$ cat config.mk
export PLATFORM = sky130hd
export DESIGN_NAME = spi_baud_div
export DESIGN_NICKNAME = d
export VERILOG_FILES = /design/src/rtl/spi_baud_pkg.sv /design/src/rtl/spi_baud_cfg_hold.sv /design/src/rtl/spi_baud_edge_counter.sv /design/src/rtl/spi_baud_edge_phase.sv /design/src/rtl/spi_baud_div.sv
export SDC_FILE = /design/constraint.sdc
export NUM_CORES = 1
export LEC_CHECK = 0
export ABC_AREA = 1
export BUFFER_PORTS_ARGS = -buffer_cell sky130_fd_sc_hd__buf_4
export CORE_UTILIZATION = 30
export DETAILED_ROUTE_END_ITERATION = 12
export GPL_TIMING_DRIVEN = 0
export MAX_ROUTING_LAYER = met4
export SYNTH_ARGS = -nofsm -noshare
export SYNTH_HDL_FRONTEND = slang
export SYNTH_SLANG_ARGS = --single-unit
$ cat constraint.sdc
create_clock -name clk -period 3.3 [get_ports clk]
set_input_delay 0.165 -clock clk [delete_from_list [all_inputs] [get_ports clk]]
set_output_delay 0.165 -clock clk [all_outputs]
set_load 0.01 [all_outputs]
$ cat src/rtl/spi_baud_pkg.sv
package spi_baud_pkg;

  // Rate select after clamping to the largest supported exponent.
  function automatic int clamp_rate(input int rate, input int rate_max);
    return (rate > rate_max) ? rate_max : rate;
  endfunction

  // Bus cycles between consecutive serial clock edges (half the divisor).
  function automatic int half_period(input int pre, input int rate, input int rate_max);
    return (pre + 1) << clamp_rate(rate, rate_max);
  endfunction

endpackage

$ cat src/rtl/spi_baud_cfg_hold.sv
module spi_baud_cfg_hold #(
  parameter int PRE_W  = 3,
  parameter int RATE_W = 4,
  localparam int CFG_W = 1 + PRE_W + RATE_W
) (
  input  logic              clk,
  input  logic              rst_n,
  input  logic              run,
  input  logic [CFG_W-1:0]  baud_cfg,
  output logic [PRE_W-1:0]  pre_q,
  output logic [RATE_W-1:0] rate_q
);

  // Follows the setting only while idle; frozen for the length of a run.
  always_ff @(posedge clk) begin
    if (!rst_n) begin
      pre_q  <= '0;
      rate_q <= '0;
    end else if (!run) begin
      pre_q  <= baud_cfg[RATE_W +: PRE_W];
      rate_q <= baud_cfg[RATE_W-1:0];
    end
  end

endmodule

$ cat src/rtl/spi_baud_edge_counter.sv
module spi_baud_edge_counter #(
  parameter int CNT_W = 11
) (
  input  logic             clk,
  input  logic             rst_n,
  input  logic             run,
  input  logic [CNT_W-1:0] half,
  output logic             tick,
  output logic [CNT_W-1:0] cnt
);

  logic at_end;

  assign at_end = (cnt == (half - CNT_W'(1)));
  assign tick   = run && at_end;

  always_ff @(posedge clk) begin
    if (!rst_n) begin
      cnt <= '0;
    end else if (!run || tick) begin
      cnt <= '0;
    end else begin
      cnt <= cnt + CNT_W'(1);
    end
  end

endmodule

$ cat src/rtl/spi_baud_edge_phase.sv
module spi_baud_edge_phase (
  input  logic clk,
  input  logic rst_n,
  input  logic run,
  input  logic tick,
  output logic phase,
  output logic lead
);

  assign lead = tick && !phase;

  always_ff @(posedge clk) begin
    if (!rst_n) begin
      phase <= 1'b0;
    end else if (!run) begin
      phase <= 1'b0;
    end else if (tick) begin
      phase <= ~phase;
    end
  end

endmodule

$ cat src/rtl/spi_baud_div.sv
module spi_baud_div #(
  parameter int PRE_W    = 3,
  parameter int RATE_W   = 4,
  parameter int RATE_MAX = 7,
  localparam int CFG_W   = 1 + PRE_W + RATE_W,
  localparam int CNT_W   = PRE_W + RATE_MAX + 1
) (
  input  logic             clk,
  input  logic             rst_n,
  input  logic [CFG_W-1:0] baud_cfg,
  input  logic             run,
  output logic             edge_tick,
  output logic             edge_lead
);

  // Named internal events, exposed for the bound checker.
  logic [PRE_W-1:0]  pre_q;
  logic [RATE_W-1:0] rate_q;
  logic [CNT_W-1:0]  half_w;
  logic [CNT_W-1:0]  cnt_w;
  logic              phase_w;
  logic              tick_w;
  logic              lead_w;

  spi_baud_cfg_hold #(.PRE_W(PRE_W), .RATE_W(RATE_W)) cfg_i (
    .clk(clk), .rst_n(rst_n), .run(run), .baud_cfg(baud_cfg),
    .pre_q(pre_q), .rate_q(rate_q)
  );

  assign half_w = CNT_W'(spi_baud_pkg::half_period(int'(pre_q), int'(rate_q), RATE_MAX));

  spi_baud_edge_counter #(.CNT_W(CNT_W)) cnt_i (
    .clk(clk), .rst_n(rst_n), .run(run), .half(half_w),
    .tick(tick_w), .cnt(cnt_w)
  );

  spi_baud_edge_phase phase_i (
    .clk(clk), .rst_n(rst_n), .run(run), .tick(tick_w),
    .phase(phase_w), .lead(lead_w)
  );

  assign edge_tick = tick_w;
  assign edge_lead = lead_w;

endmodule

# ---- Yosys cells after proc, flatten, opt, wreduce, memory -nomap -nowiden
# Cells that the tools add are included.
dict set report totals {
  inputBits 11
  out_inout_bits 2
  elab_cells 20
  regBits 19
}
dict set report classes {
  addsub 3
  bitwise_logic 2
  reduce_logical 7
  n_shift 1
  magnitude_cmp 1
  muxes 1
  n_eq_ne 1
}
# op n
set ops {}
lappend ops {{adder 11 x 1 -> 11 bit (second input constant)} 1}
lappend ops {{equality test 11 bit} 1}
lappend ops {{<< shifter 4 x 4 -> 11 bit} 1}
lappend ops {{subtractor 11 x 1 -> 11 bit (second input constant)} 1}
lappend ops {{adder 3 x 1 -> 4 bit (second input constant)} 1}
lappend ops {{greater-than comparator 4 x 3 -> 1 bit (second input constant)} 1}
lappend ops {{2-to-1 mux 4 bit} 1}
lappend ops {{logical AND 1 bit} 2}
lappend ops {{zero test 1 bit} 2}
lappend ops {{NOT 1 bit} 2}
lappend ops {{AND reduction 2 bit} 1}
lappend ops {{OR reduction 2 bit} 1}
lappend ops {{logical OR 1 bit} 1}

# ---- Logic depth before layout (Yosys ltp)
dict set report logic_depth {
  ltp_word 8
  depth_mapped 20
  mapped_depth_nobuf 20
}

# ---- Cells and area by module
# Synthesis repeated with hierarchy kept, for this count alone.
dict set report unflattened {
  hier_cells 274
  hier_area_um2 1580.3
}
# module n_inst cells_each area_each_um2 seq_area_each_um2
set modules_own_cells {}
lappend modules_own_cells {spi_baud_edge_counter 1 165 972.2 220.2}
lappend modules_own_cells {spi_baud_cfg_hold 1 43 282.8 140.1}
lappend modules_own_cells {spi_baud_div 1 58 271.5 0.0}
lappend modules_own_cells {spi_baud_edge_phase 1 8 53.8 20.0}

# ---- Least setup slack after synthesis
# OpenSTA, ideal clock, no wires.
dict set report synth_timing {
  kind {flip-flop to flip-flop}
  start {reg cfg_i.pre_q[0]}
  end {reg cnt_i.cnt[2]}
  path_buffers 1
  setup_time_ns 0.117
  arrival_time_ns 2.298
  path_slack_ns 0.886
  path_stages_with_launch 17
  synth_period_minus_slack_ns 2.414
  path_cell_list {dfxtp_1 > ha_1 > inv_1 > nand2_1 > nand3_1 > nor2_1 > inv_1 > ha_1 > xnor2_1 > nor3b_1 > nand3_1 > nor2_2 > nand3_1 > nor2_2 > or2_1 > buf_6 > nor2_2}
}
dict set report synth_between {
  elab_chain_cells 7
}
# item line
set synth_lines {}
lappend synth_lines {{start, declared} spi_baud_cfg_hold.sv:10} ;# output logic [PRE_W-1:0] pre_q,
lappend synth_lines {{start signal, assigned} spi_baud_cfg_hold.sv:20} ;# pre_q <= baud_cfg[RATE_W +: PRE_W];
lappend synth_lines {{adder 3 x 1 -> 4 bit} spi_baud_pkg.sv:10} ;# return (pre + 1) << clamp_rate(rate, rate_max);
lappend synth_lines {{<< shifter 4 x 4 -> 11 bit} spi_baud_pkg.sv:10}
lappend synth_lines {{subtractor 11 x 1 -> 11 bit} spi_baud_edge_counter.sv:14} ;# assign at_end = (cnt == (half - CNT_W'(1)));
lappend synth_lines {{equality test 11 bit} spi_baud_edge_counter.sv:14}
lappend synth_lines {{logical AND 1 bit} spi_baud_edge_counter.sv:15} ;# assign tick = run && at_end;
lappend synth_lines {{logical OR 1 bit} spi_baud_edge_counter.sv:20} ;# end else if (!run || tick) begin
lappend synth_lines {{OR reduction 2 bit (no source line)} n/a}
lappend synth_lines {{end signal, assigned} spi_baud_edge_counter.sv:23} ;# cnt <= cnt + CNT_W'(1);
lappend synth_lines {{end, declared} spi_baud_edge_counter.sv:9} ;# output logic [CNT_W-1:0] cnt
# No other way between the ends.
# A chain may end at the register's enable or synchronous reset.

# ---- Worst setup path in the final report
dict set report layout_timing {
  start {reg cfg_i.rate_q[3]}
  end {out edge_lead}
}
dict set report layout_between {
  elab_chain_cells 7
}
# item line
set layout_lines {}
lappend layout_lines {{start, declared} spi_baud_cfg_hold.sv:11} ;# output logic [RATE_W-1:0] rate_q
lappend layout_lines {{start signal, assigned} spi_baud_cfg_hold.sv:21} ;# rate_q <= baud_cfg[RATE_W-1:0];
lappend layout_lines {{greater-than comparator 4 x 3 -> 1 bit} spi_baud_pkg.sv:5} ;# return (rate > rate_max) ? rate_max : rate;
lappend layout_lines {{2-to-1 mux 4 bit *} spi_baud_pkg.sv:5}
lappend layout_lines {{<< shifter 4 x 4 -> 11 bit *} spi_baud_pkg.sv:10}
lappend layout_lines {{subtractor 11 x 1 -> 11 bit *} spi_baud_edge_counter.sv:14}
lappend layout_lines {{equality test 11 bit *} spi_baud_edge_counter.sv:14}
lappend layout_lines {{logical AND 1 bit *} spi_baud_edge_counter.sv:15}
lappend layout_lines {{logical AND 1 bit *} spi_baud_edge_phase.sv:10} ;# assign lead = tick && !phase;
lappend layout_lines {{end, declared} spi_baud_div.sv:13} ;# output logic edge_lead
# Every way passes the cells marked *; elsewhere a longest branch is shown, timed or not.

==> summary.json <==
{
  "floorplanning": {
    "floorplan.die.height_um": 74.98,
    "std_cell_rows": 26,
    "io-pin-count": 13,
    "die_w_um": 74.98,
    "dieArea_um2": 5622,
    "core-area_um2": 5107,
    "initial_cell_density_of_the_core_pct": 31.28
  },
  "synthesis": {
    "synth-compound-area-share_pct": 7.831,
    "ys_seq_elements": 19,
    "ys_warn_count": 0,
    "synth_top_family_by_area": "simple AND/OR/NAND/NOR gates",
    "muxShareOfSynthArea_pct": 0,
    "mappedNetlistNets": 282,
    "synthesis.area_per_instance_um2": 5.962,
    "yosysSeqAreaShare_pct": 23.81,
    "synth_cells": 268,
    "yosys.area_share.xor_xnor_pct": 4.385,
    "synth_area_um2": 1598,
    "yosys.area_share.adder_pct": 2.349,
    "post_synth_and_or_nand_nor_area_fraction_pct": 51.06,
    "synth_cell_types": 27
  },
  "critical_path": {
    "critPathLaunchType": "flip-flop",
    "rrSetupSlack_ns": 0.60,
    "critical_path_data_arrival_time_ns": 2.80,
    "worst_setup_path_end_kind": "primary output",
    "worstPathRequired_ns": 3.13,
    "reg2reg_start": "cfg_i.rate_q[3]$_SDFFE_PN0N_",
    "path_max_fanout": 6,
    "setup.worst_path.start": "cfg_i.rate_q[3]$_SDFFE_PN0N_",
    "logic_depth_of_the_worst_register_to_register_path": 16,
    "type_of_the_setup_path_with_the_least_slack": "reg -> out"
  },
  "timing": {
    "finalClockSkew_ns": 0.005789,
    "worstMarginPinSlew_ns": 0.8840,
    "fin_tns_setup_ns": 0,
    "fin_crit_ns": 2.961,
    "finalSetupViolCount": 0,
    "fmaxAchievable_mhz": 337.7,
    "relative_max_transition_margin_pct": 40.52,
    "setup_ws_ns": 0.3392,
    "grt_setup_unrepaired": "false",
    "timing_hold_violations_final": 0,
    "post-route-period-util_pct": 89.72,
    "slew_violations": 0
  },
  "clock_tree": {
    "cts.sinks": 19,
    "clkTransAtPathRegs_ns": 0.08,
    "cts.repair_timing.setup_buffer_count": 0,
    "clk_latency_ns": 0.26,
    "cts_hold_buffers": 0,
    "cts_resized": 0,
    "cts_buffer_depth": 2,
    "clock-root-buffer": "clkbuf_8",
    "tritoncts_clock_tree": "built",
    "tritoncts.num_buffers": 3,
    "cts_htree_levels": 1
  },
  "global_routing": {
    "antenna_found_initial": 0,
    "pin_count_of_the_biggest_net_entering_global_routing": 12,
    "track_usage_pct": 15.17,
    "grt_pass1_wl_um": 6389,
    "grt.overflow.total": 0,
    "vias_in_the_first_global_route": 1483
  },
  "route": {
    "route.final.wire_length_um": 3506,
    "firstDrtPassIters": 4,
    "dr_wl_met3_um": 69,
    "antenna_left": 0,
    "number_of_design_rule_violations_left_after_detail_routing": 0,
    "detailroute.wirelength.met2_um": 1614,
    "drt_first_iter_violations": 52,
    "drt-vias-per-instance": 4.533,
    "met1_length_um": 1792,
    "dr.max_layer_used": "met4",
    "wl_per_cell_um": 9.932,
    "via_count": 1600
  },
  "power": {
    "power_density_cells_nw_per_um2": 377.1,
    "design_power_uw": 684.1,
    "power.ir.vdd_worst_mv": 0.1880,
    "power_leakage_nw": 0.8278
  },
  "placement": {
    "dp_hpwl_um": 2898,
    "count_of_port_buffers_added_during_placement": 11,
    "place.gp.congestion": 0.8444,
    "pre_cts_ws_ns": 0.6108
  },
  "final_layout": {
    "most-common-layout-cells": "nand2_1, nand3_1, inv_1",
    "drive_above_1_share_pct": 17.31,
    "multi_input_comb_area_um2": 1049,
    "ff_latch_area_um2": 380.4,
    "fillers": 575,
    "areaGrowthSynthToFinish_pct": 13.55,
    "final_util_pct": 35.52,
    "finish.net_count": 298,
    "antenna_cells": 0,
    "mostFrequentLayoutCell": "nand2_1"
  },
  "worst_hold_path": {
    "min-delay-start": "baud_cfg[2]",
    "min_path_type": "in -> reg",
    "hold-path-cell-count": 3
  },
  "run_status": {
    "run_status": "completed"
  },
  "flow_run": {
    "max_cap_violations": 0
  }
}
## cell families (layout without fill, tap and decap cells)
group | count (synthesis) | after routing
and+or+nand+nor | 175 | 175
buffers and inverters | 42 | 57
DFF | 19 | 19
AOI/OAI and AO/OA | 21 | 21
xor gates and xnor gates | 8 | 8
adders and majority gates | 3 | 3
## critical path, stage by stage (launching register included)
cell and delay (ns):
dfxtp_1 0.37, inv_2 0.10, nand2_4 0.07, nor2_1 0.19
nand2_1 0.15, nor2_2 0.17, inv_1 0.07, ha_1 0.30
xnor2_1 0.12, nor3b_1 0.21, nand3_1 0.12, nor2_2 0.14
nand3_1 0.10, nor2_2 0.16, nand3_1 0.10, inv_1 0.06
buf_4 0.11
## state kept, by name, summed over array words and instances (netlist names)
| register | flops |
|---|---|
| cnt_i.cnt | 11 |
| cfg_i.rate_q | 4 |
| cfg_i.pre_q | 3 |
| phase_i.phase | 1 |
## stage by stage
step           hold slack, ns  cells  cell area [um^2]
3_5_place_dp           0.4136    349              1768
3_3_place_gp           0.4025    349              1768
4_1_cts                0.1396    353              1814
2_1_floorplan          0.3007    268              1598
6_report               0.1413    353              1814
5_1_grt                0.1697    353              1814
## cells in the mapped netlist (all sizes together)
cell / number / area (um^2)
buf: 2 / 18.77
or2: 1 / 6.260
nand4: 5 / 31.28
dfxtp: 19 / 380.4
ha: 3 / 37.54
nor3: 1 / 5.000
o21bai: 1 / 7.510
a21o: 1 / 7.510
nor2: 36 / 177.7
inv: 39 / 146.4
nand2: 86 / 345.3
xnor2: 2 / 17.52
xor2: 6 / 52.55
nand3: 43 / 230.2
nor4: 2 / 12.51
nor3b: 1 / 7.510
clkbuf: 1 / 3.750
o21ai: 8 / 40.04
a21oi: 11 / 70.06
## path summary, 6_finish.rpt
kind,end
worst min register to register,phase_i.phase$_SDFFE_PN0P_
worst min-delay path,cfg_i.rate_q[2]$_SDFFE_PN0N_
worst max register to register,cnt_i.cnt[7]$_SDFF_PP0_
worst max-delay path,edge_lead
## final cells by class
| type | count | share of cell area [%] |
|---|---|---|
| tap | 70 | 4.828 |
| sequential | 19 | 20.97 |
| clock inverter | 1 | 0.2759 |
| clock buffer | 3 | 2.276 |
| inverter | 39 | 8.069 |
| timing repair buffer | 11 | 4.552 |
| buffer | 3 | 1.241 |
| multi-input combinational | 207 | 57.79 |
## power by group
| group | internal (mW) | switching [mW] | leakage, nW |
|---|---|---|---|
| registers | 0.236 | 0.00789 | 0.155 |
| clock network | 0.0842 | 0.0859 | 0.0255 |
| logic | 0.0933 | 0.176 | 0.647 |
| total | 0.414 | 0.270 | 0.828 |
## metal layers
| layer | vias up | GRT usage [%] |
|---|---|---|
| li1 | 879 | - |
| met3 | 4 | 2.008 |
| met2 | 18 | 24.72 |
| met4 | 0 | 3.774 |
| met1 | 699 | 19.81 |
| met5 | - | - |
Power figures use the tool's default switching activity.
